--- src/rtl/ofq_pkg.sv ---
package ofq_pkg;

  // Load classification; encoding equals {pull-up node high, pull-down node high}
  typedef enum logic [1:0] {
    LS_GND    = 2'b00,
    LS_NORMAL = 2'b01,
    LS_OPEN   = 2'b10,
    LS_SUP    = 2'b11
  } load_st_e;

  localparam int unsigned NUM_FLT = 3;

  // Flag slot -> class code: slot 0 ground, slot 1 open, slot 2 supply
  function automatic load_st_e slot_code(input int unsigned slot);
    case (slot)
      0:       slot_code = LS_GND;
      1:       slot_code = LS_OPEN;
      default: slot_code = LS_SUP;
    endcase
  endfunction

endpackage

--- src/rtl/ofq_rst_sync.sv ---
module ofq_rst_sync #(
  parameter int unsigned STAGES = 2
) (
  input  logic clk,
  input  logic rst_n,
  output logic rst_sync_n
);

  logic [STAGES-1:0] sync_q;
  logic [STAGES-1:0] sync_d;

  always_comb begin
    sync_d = {sync_q[STAGES-2:0], 1'b1};
  end

  always_ff @(posedge clk or negedge rst_n) begin
    if (!rst_n) sync_q <= '0;
    else        sync_q <= sync_d;
  end

  assign rst_sync_n = sync_q[STAGES-1];

endmodule

--- src/rtl/ofq_en_watch.sv ---
module ofq_en_watch (
  input  logic clk,
  input  logic rst_n,
  input  logic en_a,
  input  logic en_b,
  output logic active,
  output logic restart
);

  logic [1:0] en_q;
  logic [1:0] en_d;
  logic       were_both_hi;
  logic       were_both_lo;

  always_comb begin
    en_d         = {en_b, en_a};
    were_both_hi = &en_q;
    were_both_lo = ~|en_q;
    active       = |en_d;
    restart      = (were_both_hi && !(&en_d)) || (were_both_lo && (|en_d));
  end

  always_ff @(posedge clk or negedge rst_n) begin
    if (!rst_n) en_q <= '0;
    else        en_q <= en_d;
  end

endmodule

--- src/rtl/ofq_filter.sv ---
module ofq_filter
  import ofq_pkg::*;
#(
  parameter int unsigned FILT_CYC = 1024
) (
  input  logic     clk,
  input  logic     rst_n,
  input  logic     active,
  input  logic     restart,
  input  logic     clr,
  input  logic     hold_off,
  input  load_st_e status,
  output logic     qualify
);

  localparam int unsigned CW = $clog2(FILT_CYC + 1);
  localparam logic [CW-1:0] LAST = CW'(FILT_CYC - 1);

  logic [CW-1:0] cnt_q, cnt_d;
  load_st_e      status_q;
  logic          run;

  always_comb begin
    run     = active && (status != LS_NORMAL) && (status == status_q)
              && !restart && !clr && !hold_off;
    cnt_d   = run ? cnt_q + 1'b1 : '0;
    qualify = run && (cnt_q == LAST);
  end

  always_ff @(posedge clk or negedge rst_n) begin
    if (!rst_n) begin
      cnt_q    <= '0;
      status_q <= LS_NORMAL;
    end else begin
      cnt_q    <= cnt_d;
      status_q <= status;
    end
  end

endmodule

--- src/rtl/ofq_latch.sv ---
module ofq_latch
  import ofq_pkg::*;
(
  input  logic               clk,
  input  logic               rst_n,
  input  logic               qualify,
  input  logic               clr,
  input  load_st_e           status,
  output logic [NUM_FLT-1:0] flags
);

  logic [NUM_FLT-1:0] flags_d;
  logic               lat_en;

  always_comb begin
    lat_en = clr || qualify;
  end

  for (genvar g = 0; g < NUM_FLT; g++) begin : g_slot
    always_comb begin
      if (clr) flags_d[g] = 1'b0;
      else     flags_d[g] = flags[g] || (qualify && (status == slot_code(g)));
    end

    always_ff @(posedge clk or negedge rst_n) begin
      if (!rst_n)      flags[g] <= 1'b0;
      else if (lat_en) flags[g] <= flags_d[g];
    end
  end

endmodule

--- src/rtl/offstate_fault_qual.sv ---
module offstate_fault_qual
  import ofq_pkg::*;
#(
  parameter int unsigned FILT_CYC = 1024
) (
  input  logic clk,
  input  logic rst_n,
  input  logic en_a,
  input  logic en_b,
  input  logic pu_node_hi,
  input  logic pd_node_hi,
  input  logic flt_clr,
  output logic open_flag,
  output logic gnd_short_flag,
  output logic sup_short_flag,
  output logic fault_any
);

  logic               rst_sync_n;
  logic               active;
  logic               restart;
  logic               qualify;
  logic [NUM_FLT-1:0] flags;
  load_st_e           status;

  assign status = load_st_e'({pu_node_hi, pd_node_hi});

  ofq_rst_sync #(.STAGES(2)) u_rst (
    .clk        (clk),
    .rst_n      (rst_n),
    .rst_sync_n (rst_sync_n)
  );

  ofq_en_watch u_en (
    .clk     (clk),
    .rst_n   (rst_sync_n),
    .en_a    (en_a),
    .en_b    (en_b),
    .active  (active),
    .restart (restart)
  );

  ofq_filter #(.FILT_CYC(FILT_CYC)) u_filt (
    .clk      (clk),
    .rst_n    (rst_sync_n),
    .active   (active),
    .restart  (restart),
    .clr      (flt_clr),
    .hold_off (fault_any),
    .status   (status),
    .qualify  (qualify)
  );

  ofq_latch u_lat (
    .clk     (clk),
    .rst_n   (rst_sync_n),
    .qualify (qualify),
    .clr     (flt_clr),
    .status  (status),
    .flags   (flags)
  );

  assign gnd_short_flag = flags[0];
  assign open_flag      = flags[1];
  assign sup_short_flag = flags[2];
  assign fault_any      = |flags;

endmodule

--- config.mk ---
export PLATFORM = sky130hd
export DESIGN_NAME = offstate_fault_qual
export DESIGN_NICKNAME = d
export VERILOG_FILES = /design/src/rtl/ofq_pkg.sv /design/src/rtl/ofq_rst_sync.sv /design/src/rtl/ofq_en_watch.sv /design/src/rtl/ofq_filter.sv /design/src/rtl/ofq_latch.sv /design/src/rtl/offstate_fault_qual.sv
export SDC_FILE = /design/constraint.sdc
export NUM_CORES = 1
export LEC_CHECK = 0
export ABC_AREA = 1
export BUFFER_PORTS_ARGS = -buffer_cell sky130_fd_sc_hd__buf_2
export CAP_MARGIN = 20
export CELL_PAD_IN_SITES_DETAIL_PLACEMENT = 2
export CELL_PAD_IN_SITES_GLOBAL_PLACEMENT = 2
export CORE_MARGIN = 3
export CORE_UTILIZATION = 25
export DETAILED_ROUTE_END_ITERATION = 8
export PLACE_DENSITY = 0.61
export SLEW_MARGIN = 0
export SYNTH_ARGS = -nofsm -noshare
export SYNTH_HDL_FRONTEND = slang
export SYNTH_SLANG_ARGS = --single-unit
--- constraint.sdc ---
create_clock -name clk -period 1.3 [get_ports clk]
set_clock_uncertainty 0.2 [all_clocks]
set_input_delay 0.195 -clock clk [delete_from_list [all_inputs] [get_ports clk]]
set_output_delay 0.195 -clock clk [all_outputs]
set_load 0.01 [all_outputs]
---- Word level (Yosys, flattened, before mapping) ----
Index checks and enable logic that the tools add are counted.
operators by class
  add/sub/neg operators ................... 1
  $mul .................................... 0
  divide/modulo/power cells ............... 0
  magnitude comparators ................... 0
  equality and inequality tests ........... 5
  shift-type cells ........................ 0
  muxes and demuxes ....................... 4
  bitwise gates (word level) .............. 0
  reduce and logical (&&, ||, !) cells .... 27
operators with widths
  operator                 count
  $add A11 B1 Y11 const B  1
  $eq A11 B10 Y1 const B   1
  $logic_and A1 B1 Y1      11
  $mux W11                 1
  $logic_not A1 Y1         5
  $logic_or A1 B1 Y1       5
  $eq A2 B2 Y1 const B     2
  $reduce_and A2 Y1        2
  $reduce_or A2 Y1         2
  $mux W1                  3
  $reduce_or A3 Y1         1
  $eq A2 B2 Y1             1
  $logic_not A2 Y1         1
  $ne A2 B1 Y1 const B     1
word-level totals
  register bits after elaboration ......... 20
  bits in latches ......................... 0
  RAM bits ................................ 0
  ROM bits ................................ 0
  input bits .............................. 7
  output and inout port bits .............. 4
  logic and storage cells ................. 44
  memories kept ........................... 0

---- Logic depth before layout (Yosys ltp) ----
Gate-level depths: netlist (run 1).
  depth in word-level cells ............... 12
  mapped depth ............................ 8
  depth with buffers taken out ............ 8

---- Hierarchy ----
A second synthesis (run 1) with hierarchy kept.
second synthesis, totals
  cells, all modules ...................... 119
  area, all modules ....................... 940.9 µm²
modules (own cells, without submodules)
  module               times used  cells an instance  area each (µm²)  sequential area each (µm²)
  ofq_filter           1           87                 659.4            326.6
  ofq_latch            1           14                 126.4            75.1
  ofq_en_watch         1           12                 90.1             50.0
  ofq_rst_sync         1           3                  53.8             50.0
  offstate_fault_qual  1           3                  11.3             0.0

---- Least setup slack after synthesis (run 1) ----
Ideal clock, no wire load.
  path kind ............................... register to register
  from .................................... register u_filt.cnt_q[0]
  to ...................................... register u_lat.flags[1]
  setup time .............................. 0.118 ns
  data arrival time ....................... 1.189 ns
  data required time ...................... 0.982 ns
  path slack .............................. -0.207 ns
  cell stages (with the launch flop) ...... 9
  buffers on the path ..................... 0
  period minus slack after synthesis ...... 1.507 ns
  path through ............................ dfrtp_1 ha_1 nand2_1 nor2_1 nand2_1 nor2_1 nand3_2 nand3_1 nand2_1
on the way
  cells in the longest elaborated chain, start to end .. 5
  elaborated cells on any way between the ends .. 6
  classes of those cells .................. eq/ne: 1; mux: 1; reduce/logical: 4
ends and longest elaborated chain
  what                           RTL line          RTL
  start, declared                ofq_filter.sv:19  logic [CW-1:0] cnt_q, cnt_d;
  start signal, assigned         ofq_filter.sv:35  cnt_q <= cnt_d;
  $eq A11 B10 Y1 (*)             ofq_filter.sv:27  qualify = run && (cnt_q == LAST);
  $logic_and A1 B1 Y1 (*)        ofq_filter.sv:27
  $logic_and A1 B1 Y1            ofq_latch.sv:22   else flags_d[g] = flags[g] || (qualify && (status == slot_code(g)));
  $logic_or A1 B1 Y1             ofq_latch.sv:22
  $mux W1                        ofq_latch.sv:21   if (clr) flags_d[g] = 1'b0;
  end signal, assigned by index  ofq_latch.sv:27   else if (lat_en) flags[g] <= flags_d[g];
  end, declared                  ofq_latch.sv:9    output logic [NUM_FLT-1:0] flags
Mark *: on every way between the ends. The rest lies on a longest branch, timed or not.
A chain may end at the register's enable or synchronous reset.

---- Worst setup path in the final report (run 1) ----
  from .................................... register u_lat.flags[0]
  to ...................................... output fault_any
on the way
  cells in the longest elaborated chain, start to end .. 1
ends and longest elaborated chain
  what              RTL line                   RTL
  $reduce_or A3 Y1  offstate_fault_qual.sv:66  assign fault_any = |flags;
  end, declared     offstate_fault_qual.sv:16  output logic fault_any
Every way passes these cells.

==> impl_metrics.toml, run 1 <==
[yosys]
yosys.area.top_type = "dfrtp_1"
synth_warnings = 0
ys_ff_latch = 20
synth_top_area_share_pct = 47.3
async_flop_share_pct = 100
syn_inst = 119
ys_top_cells_by_count = "nand2_1 (28), dfrtp_1 (19), inv_1 (17), nor2_1 (17)"
synth_enable_flop_cells = 0
synth.most_common_cell = "nand2_1"
synth.yosys.seq_area_share_pct = 49.9
avgSynthCellArea_um2 = 8.44
synth-main-ff-cell = "dfrtp_1"
synthTopCellsByArea = "dfrtp_1 (47%), nand2_1 (10%), inv_1 (6.4%)"
synth_nets = 127
yosysUniqueCellTypes = 22
syn-cell-area_um2 = 1000

[critical_path]
start_kind = "flop"
slowest_delay_ns = 0.39
end_kind = "output port"
crit_end = "fault_any"
path_cells = "inv_2 > nand2_2 > nor2_4 > buf_6 > inv_4 > buf_6"
reg2reg_to = "u_filt.cnt_q[2]"
r2r_cells = 7
r2r_slack_ns = -0.23
path_max_fanout = 2
r2r-start = "u_lat.flags[0]"
cp.required_ns = 0.90
crit_type = "flop to output port"
arrival_ns = 1.14
cp_common_cell = "buf_6"
slowest_stage = "dfrtp_1"
critPathLaunch = "u_lat.flags[0]"

[placed_design]
place_inst = 203
gp_congestion = 0.749
portBuffers = 10
hpwl_um = 2210

[detailed_routing]
drtIter0Drc = 10
wire_per_inst_um = 15.0
viasPerCell = 4.51
firstDrtPassIters = 3
drtAntennaViolNets = 0
drc = 0
vias = 987
drt_wl_total_um = 3280

[power_and_ir_drop]
ir_drop_v = 0.000370
p_leak_nw = 0.785
powerDensity_nw_per_um2 = 751

[sta]
finalHoldViolations = 0
fin_crit_ns = 1.54
finalSetupViolCount = 18
rsz0062_at_grt = "yes"
finalCritPeriodShare_pct = 118
fin_hold_ws_ns = 0.0102
slew_violations = 0
layout_setup_ws_ns = -0.235
clock.fmax_mhz = 651

[job]
cap_violations = 0

[clock_tree]
cts_tree = "yes"
clockBufferDepth = 2
clock_sinks = 20
cts_max_level = 1
root_buffer = "clkbuf_8"
clk_pin_slew_ns = 0.08
cts_buffers = 3
clkLatencyLatePin_ns = 0.26

[cells_and_area]
layoutNonFillerInstCount = 219
syn2layout_area_growth_pct = 61.3
drive_above_1_share_pct = 51.5
nNetsFinal = 180
n_fill_cell = 425
n_antenna_cell = 0
fin_util_pct = 43.0

[floorplanning]
fp.dieArea_um2 = 4820
die_w_um = 69.4
rows = 22
ios = 11
initial_utilization_pct = 26.6
die_y_um = 69.4
core_area_um2 = 3770

[grt]
grt_usage_pct = 14.7
grt_pass1_vias = 1174
grt_first_pass_wirelength_um = 5690
grt_max_degree = 12
grt_antenna_before_repair = 0
grt_overflow = 0

[status]
outcome = "finished, violations left"
violations = "negative setup slack"

[min_path]
hold_path.class = "input pin to flop"
holdPathStages = 2
[critical path, delay by kind of cell, from the launching register on]
kind	cells	cell delay [ns]
flip-flops	1	0.39
buffers and inverters	4	0.30
AND/OR/NAND/NOR	2	0.19
[registers in the layout (all words and copies together) (netlist names)]
signal and count:
u_rst.sync_q 2, u_lat.flags 3, u_en.en_q 2, u_filt.cnt_q 11, u_filt.status_q 2
[power breakdown]
group          switching (mW)  internal, mW
logic                  0.0777        0.0633
registers             0.00651         0.634
clock network           0.217         0.219
total                   0.301         0.916
[layout by cell type (no fill, tap or decap)]
cell	instances
buf_4	27
nand2_1	21
dfrtp_1	19
inv_1	12
nor2_1	9
buf_6	9
inv_2	7
nor2_4	6
dlygate4sd3_1	6
buf_2	6
nand2_2	5
nor2_2	5
nand4_1	4
a21oi_1	4
nand3_2	4
nor3_2	4
nand2_4	3
clkbuf_8	3
o21ai_1	2
nor3b_2	2
o21ai_2	2
inv_4	1
nor3_4	1
xor2_1	1
nor3_1	1
and3_1	1
nand3_1	1
nand3_4	1
ha_4	1
clkbuf_1	1
dfstp_2	1
conb_1	1
[what timing repair did]
item	4_1_cts	5_1_grt
hold endpoints to repair	12	0
hold buffers	6	0
buffers inserted	4	3
pin swaps	8	12
gates resized for setup	22	21
setup endpoints to repair	18	18
[cells by family after synthesis]
| group | share of synthesized area [%] |
|---|---|
| AND/OR/NAND/NOR | 35.4 |
| buffers and inverters | 7.47 |
| flip-flops | 49.9 |
| AO/OA/AOI/OAI | 4.73 |
| XOR/XNOR | 0.872 |
| adder cells (fa/ha/maj) | 1.25 |
| other | 0.373 |
[final cells by class]
cell class / instances / area [um^2] / share of cell area (%)
Clock buffer: 4 / 45.0 / 2.78
Inverter: 20 / 77.6 / 4.79
Multi-Input combinational cell: 79 / 542 / 33.4
Sequential cell: 20 / 502 / 31.0
Tap cell: 48 / 60.1 / 3.71
Timing Repair Buffer: 48 / 394 / 24.3
[metal layers]
| layer | GRT usage, % | part of all wire, % | wire [um] |
|---|---|---|---|
| met5 | 0 | 0 | 0 |
| met4 | 3.25 | 0.82 | 27 |
| met3 | 2.61 | 2.0 | 65 |
| met2 | 27.4 | 55 | 1810 |
| met1 | 17.4 | 42 | 1380 |
[worst min-delay path by stage]
stage,from,to
after floorplan,rst_n,u_rst.sync_q[0]
after global placement,rst_n,u_rst.sync_q[0]
after detailed placement,rst_n,u_rst.sync_q[0]
after CTS,pd_node_hi,u_filt.status_q[0]
after global routing,pd_node_hi,u_filt.status_q[0]
final,pd_node_hi,u_filt.status_q[0]
[per-stage QoR]
step	total power, mW	TNS, ns	cell area [um^2]	worst slack (ns)
CTS	1.22	-3.19	1530	-0.253
global route	1.28	-4.29	1620	-0.346
floorplan	0.703	-1.15	1010	-0.181
finish	1.22	-2.67	1620	-0.235
detailed placement	0.764	-3.23	1310	-0.380
global placement	0.758	-1.96	1310	-0.254
No activity file was read; power rests on OpenSTA's default activity.
==> run 2: changes to the inputs <==
BUFFER_PORTS_ARGS = unset   (was -buffer_cell sky130_fd_sc_hd__buf_2)
CAP_MARGIN = unset   (was 20)
DONT_BUFFER_PORTS = 1   (was unset)
PLACE_DENSITY = 0.58   (was 0.61)
==> impl_metrics.toml, run 2 (synthesis gave the netlist of run 1 again) <==
[status]
outcome = "finished, violations left"
violations = "negative hold slack, negative setup slack"

[critical_path]
end_kind = "flop"
arrival_ns = 1.53
r2r-start = "u_lat.flags[1]"
start_kind = "flop"
cp.required_ns = 1.28
path_max_fanout = 5
crit_type = "flop to flop"
critPathLaunch = "u_lat.flags[1]"

[power_and_ir_drop]
switchingPower_mw = 0.293
switching_share_pct = 23.0
intPower_mw = 0.984
powerDensity_nw_per_um2 = 809
combPwrFrac_pct = 12.6
share_clk_of_total_power_pct = 37.4
p_leak_nw = 0.707
pwr-share-seq_pct = 50.0
ir_drop_v = 0.000341
finalPower_mw = 1.28

[job]
cap_violations = 0

[cells_and_area]
layout_common_cells = "nand2_1 (22), buf_4 (22), dfrtp_1 (19)"
n_fill_cell = 407
nNetsFinal = 172
fin_util_pct = 41.8
n_antenna_cell = 0
largest_reg_flops = 11
multi_input_area_um2 = 534
syn2layout_area_growth_pct = 57.0
regMostFlops = "u_filt.cnt_q"
seqCellArea_um2 = 502
drive_above_1_share_pct = 43.6
reg_top3 = "u_filt.cnt_q: 11 flops, u_lat.flags: 3 flops"

[sta]
finalCritPeriodShare_pct = 119
fin_setup_tns_ns = -2.95
fin_crit_ns = 1.55
rsz0062_at_grt = "yes"
finalSetupViolCount = 15
clock.fmax_mhz = 645
layout_setup_ws_ns = -0.250
fin_hold_ws_ns = -0.00101
slew_violations = 0
finalHoldViolations = 2

[floorplanning]
die_y_um = 69.4
die_w_um = 69.4
ios = 11
fp.dieArea_um2 = 4820
core_area_um2 = 3770
rows = 22
initial_utilization_pct = 26.6

[clock_tree]
clk_pin_slew_ns = 0.07
root_buffer = "clkbuf_8"
cts_buffers = 3
clockBufferDepth = 2
clkLatencyLatePin_ns = 0.26
cts_tree = "yes"
cts_max_level = 1
clock_sinks = 20

[detailed_routing]
firstDrtPassIters = 2
drtIter0Drc = 11
vias = 940
wire_per_inst_um = 14.4
drc = 0
drtAntennaViolNets = 0
viasPerCell = 4.45
drt_wl_total_um = 3040

[placed_design]
gp_congestion = 0.724
hpwl_um = 1940
portBuffers = 0

[grt]
grt_pass1_vias = 1132
grt_max_degree = 19
grt_antenna_before_repair = 0
grt_overflow = 0
grt_usage_pct = 13.1
grt_first_pass_wirelength_um = 5040

[min_path]
hold_path.class = "flop to async pin"
==> run 2: changes by cell type in the layout (fill, tap and decap cells not counted), sizes merged <==
cell	delta
buf	-14
dlygate4sd3	+5
nand2	+1
==> run 2: cell type report <==
class | count | area share, %
clock buffer | 4 | 3.49
inverter | 20 | 4.76
multi-input combinational | 80 | 33.9
sequential | 20 | 31.8
tap | 48 | 3.81
timing repair buffer | 39 | 22.3
==> run 2: final timing paths <==
| check | endpoint | slack, ns | cells after the start |
|---|---|---|---|
| worst min register to register | u_filt.cnt_q[6] | -0.001 | 1 |
| worst min-delay path | u_filt.cnt_q[6] | -0.001 | 1 |
| min in group clk | u_filt.cnt_q[9] | 0.16 | 6 |
| max in group asynchronous | u_rst.sync_q[0] | 0.28 | 2 |
| worst max register to register | u_filt.cnt_q[2] | -0.25 | 8 |
| worst max-delay path | u_filt.cnt_q[2] | -0.25 | 8 |
==> run 2: metrics by stage <==
stage	instance area (um^2)	setup WS, ns	instances
5_1_grt	1580	-0.350	211
3_5_place_dp	1190	-0.338	183
4_1_cts	1480	-0.261	207
6_report	1580	-0.250	211
3_3_place_gp	1190	-0.306	183
2_1_floorplan	1010	-0.181	119
==> run 2: what timing repair did <==
item	in CTS	in global routing
setup endpoints to repair	15	15
cloned	1	0
resized for setup	13	19
buffers inserted	8	4
hold buffers	11	0
pin swaps	14	13
hold endpoints to repair	9	0
==> run 2: power groups by stage <==
stage	Combinational, mW	Sequential (mW)	Clock (mW)
after floorplan	0.0455	0.658	0
after global placement	0.0778	0.650	0
after detailed placement	0.0801	0.651	0
after CTS	0.154	0.639	0.496
after global routing	0.176	0.640	0.534
final	0.161	0.639	0.477
==> run 2: critical path, stage by stage (launching register included) <==
cell and delay [ns]:
dfrtp_1 0.39, inv_1 0.07, nand2_2 0.07, nor2_4 0.12
nand2_2 0.07, nor2_4 0.16, buf_6 0.15, nand2_8 0.07
nor3b_4 0.18
==> run 2: layer usage <==
layer	wire length (um)	GRT usage, %
met2	1760	25.7
met1	1170	13.7
met3	83	2.61
met4	27	3.90
met5	0	0
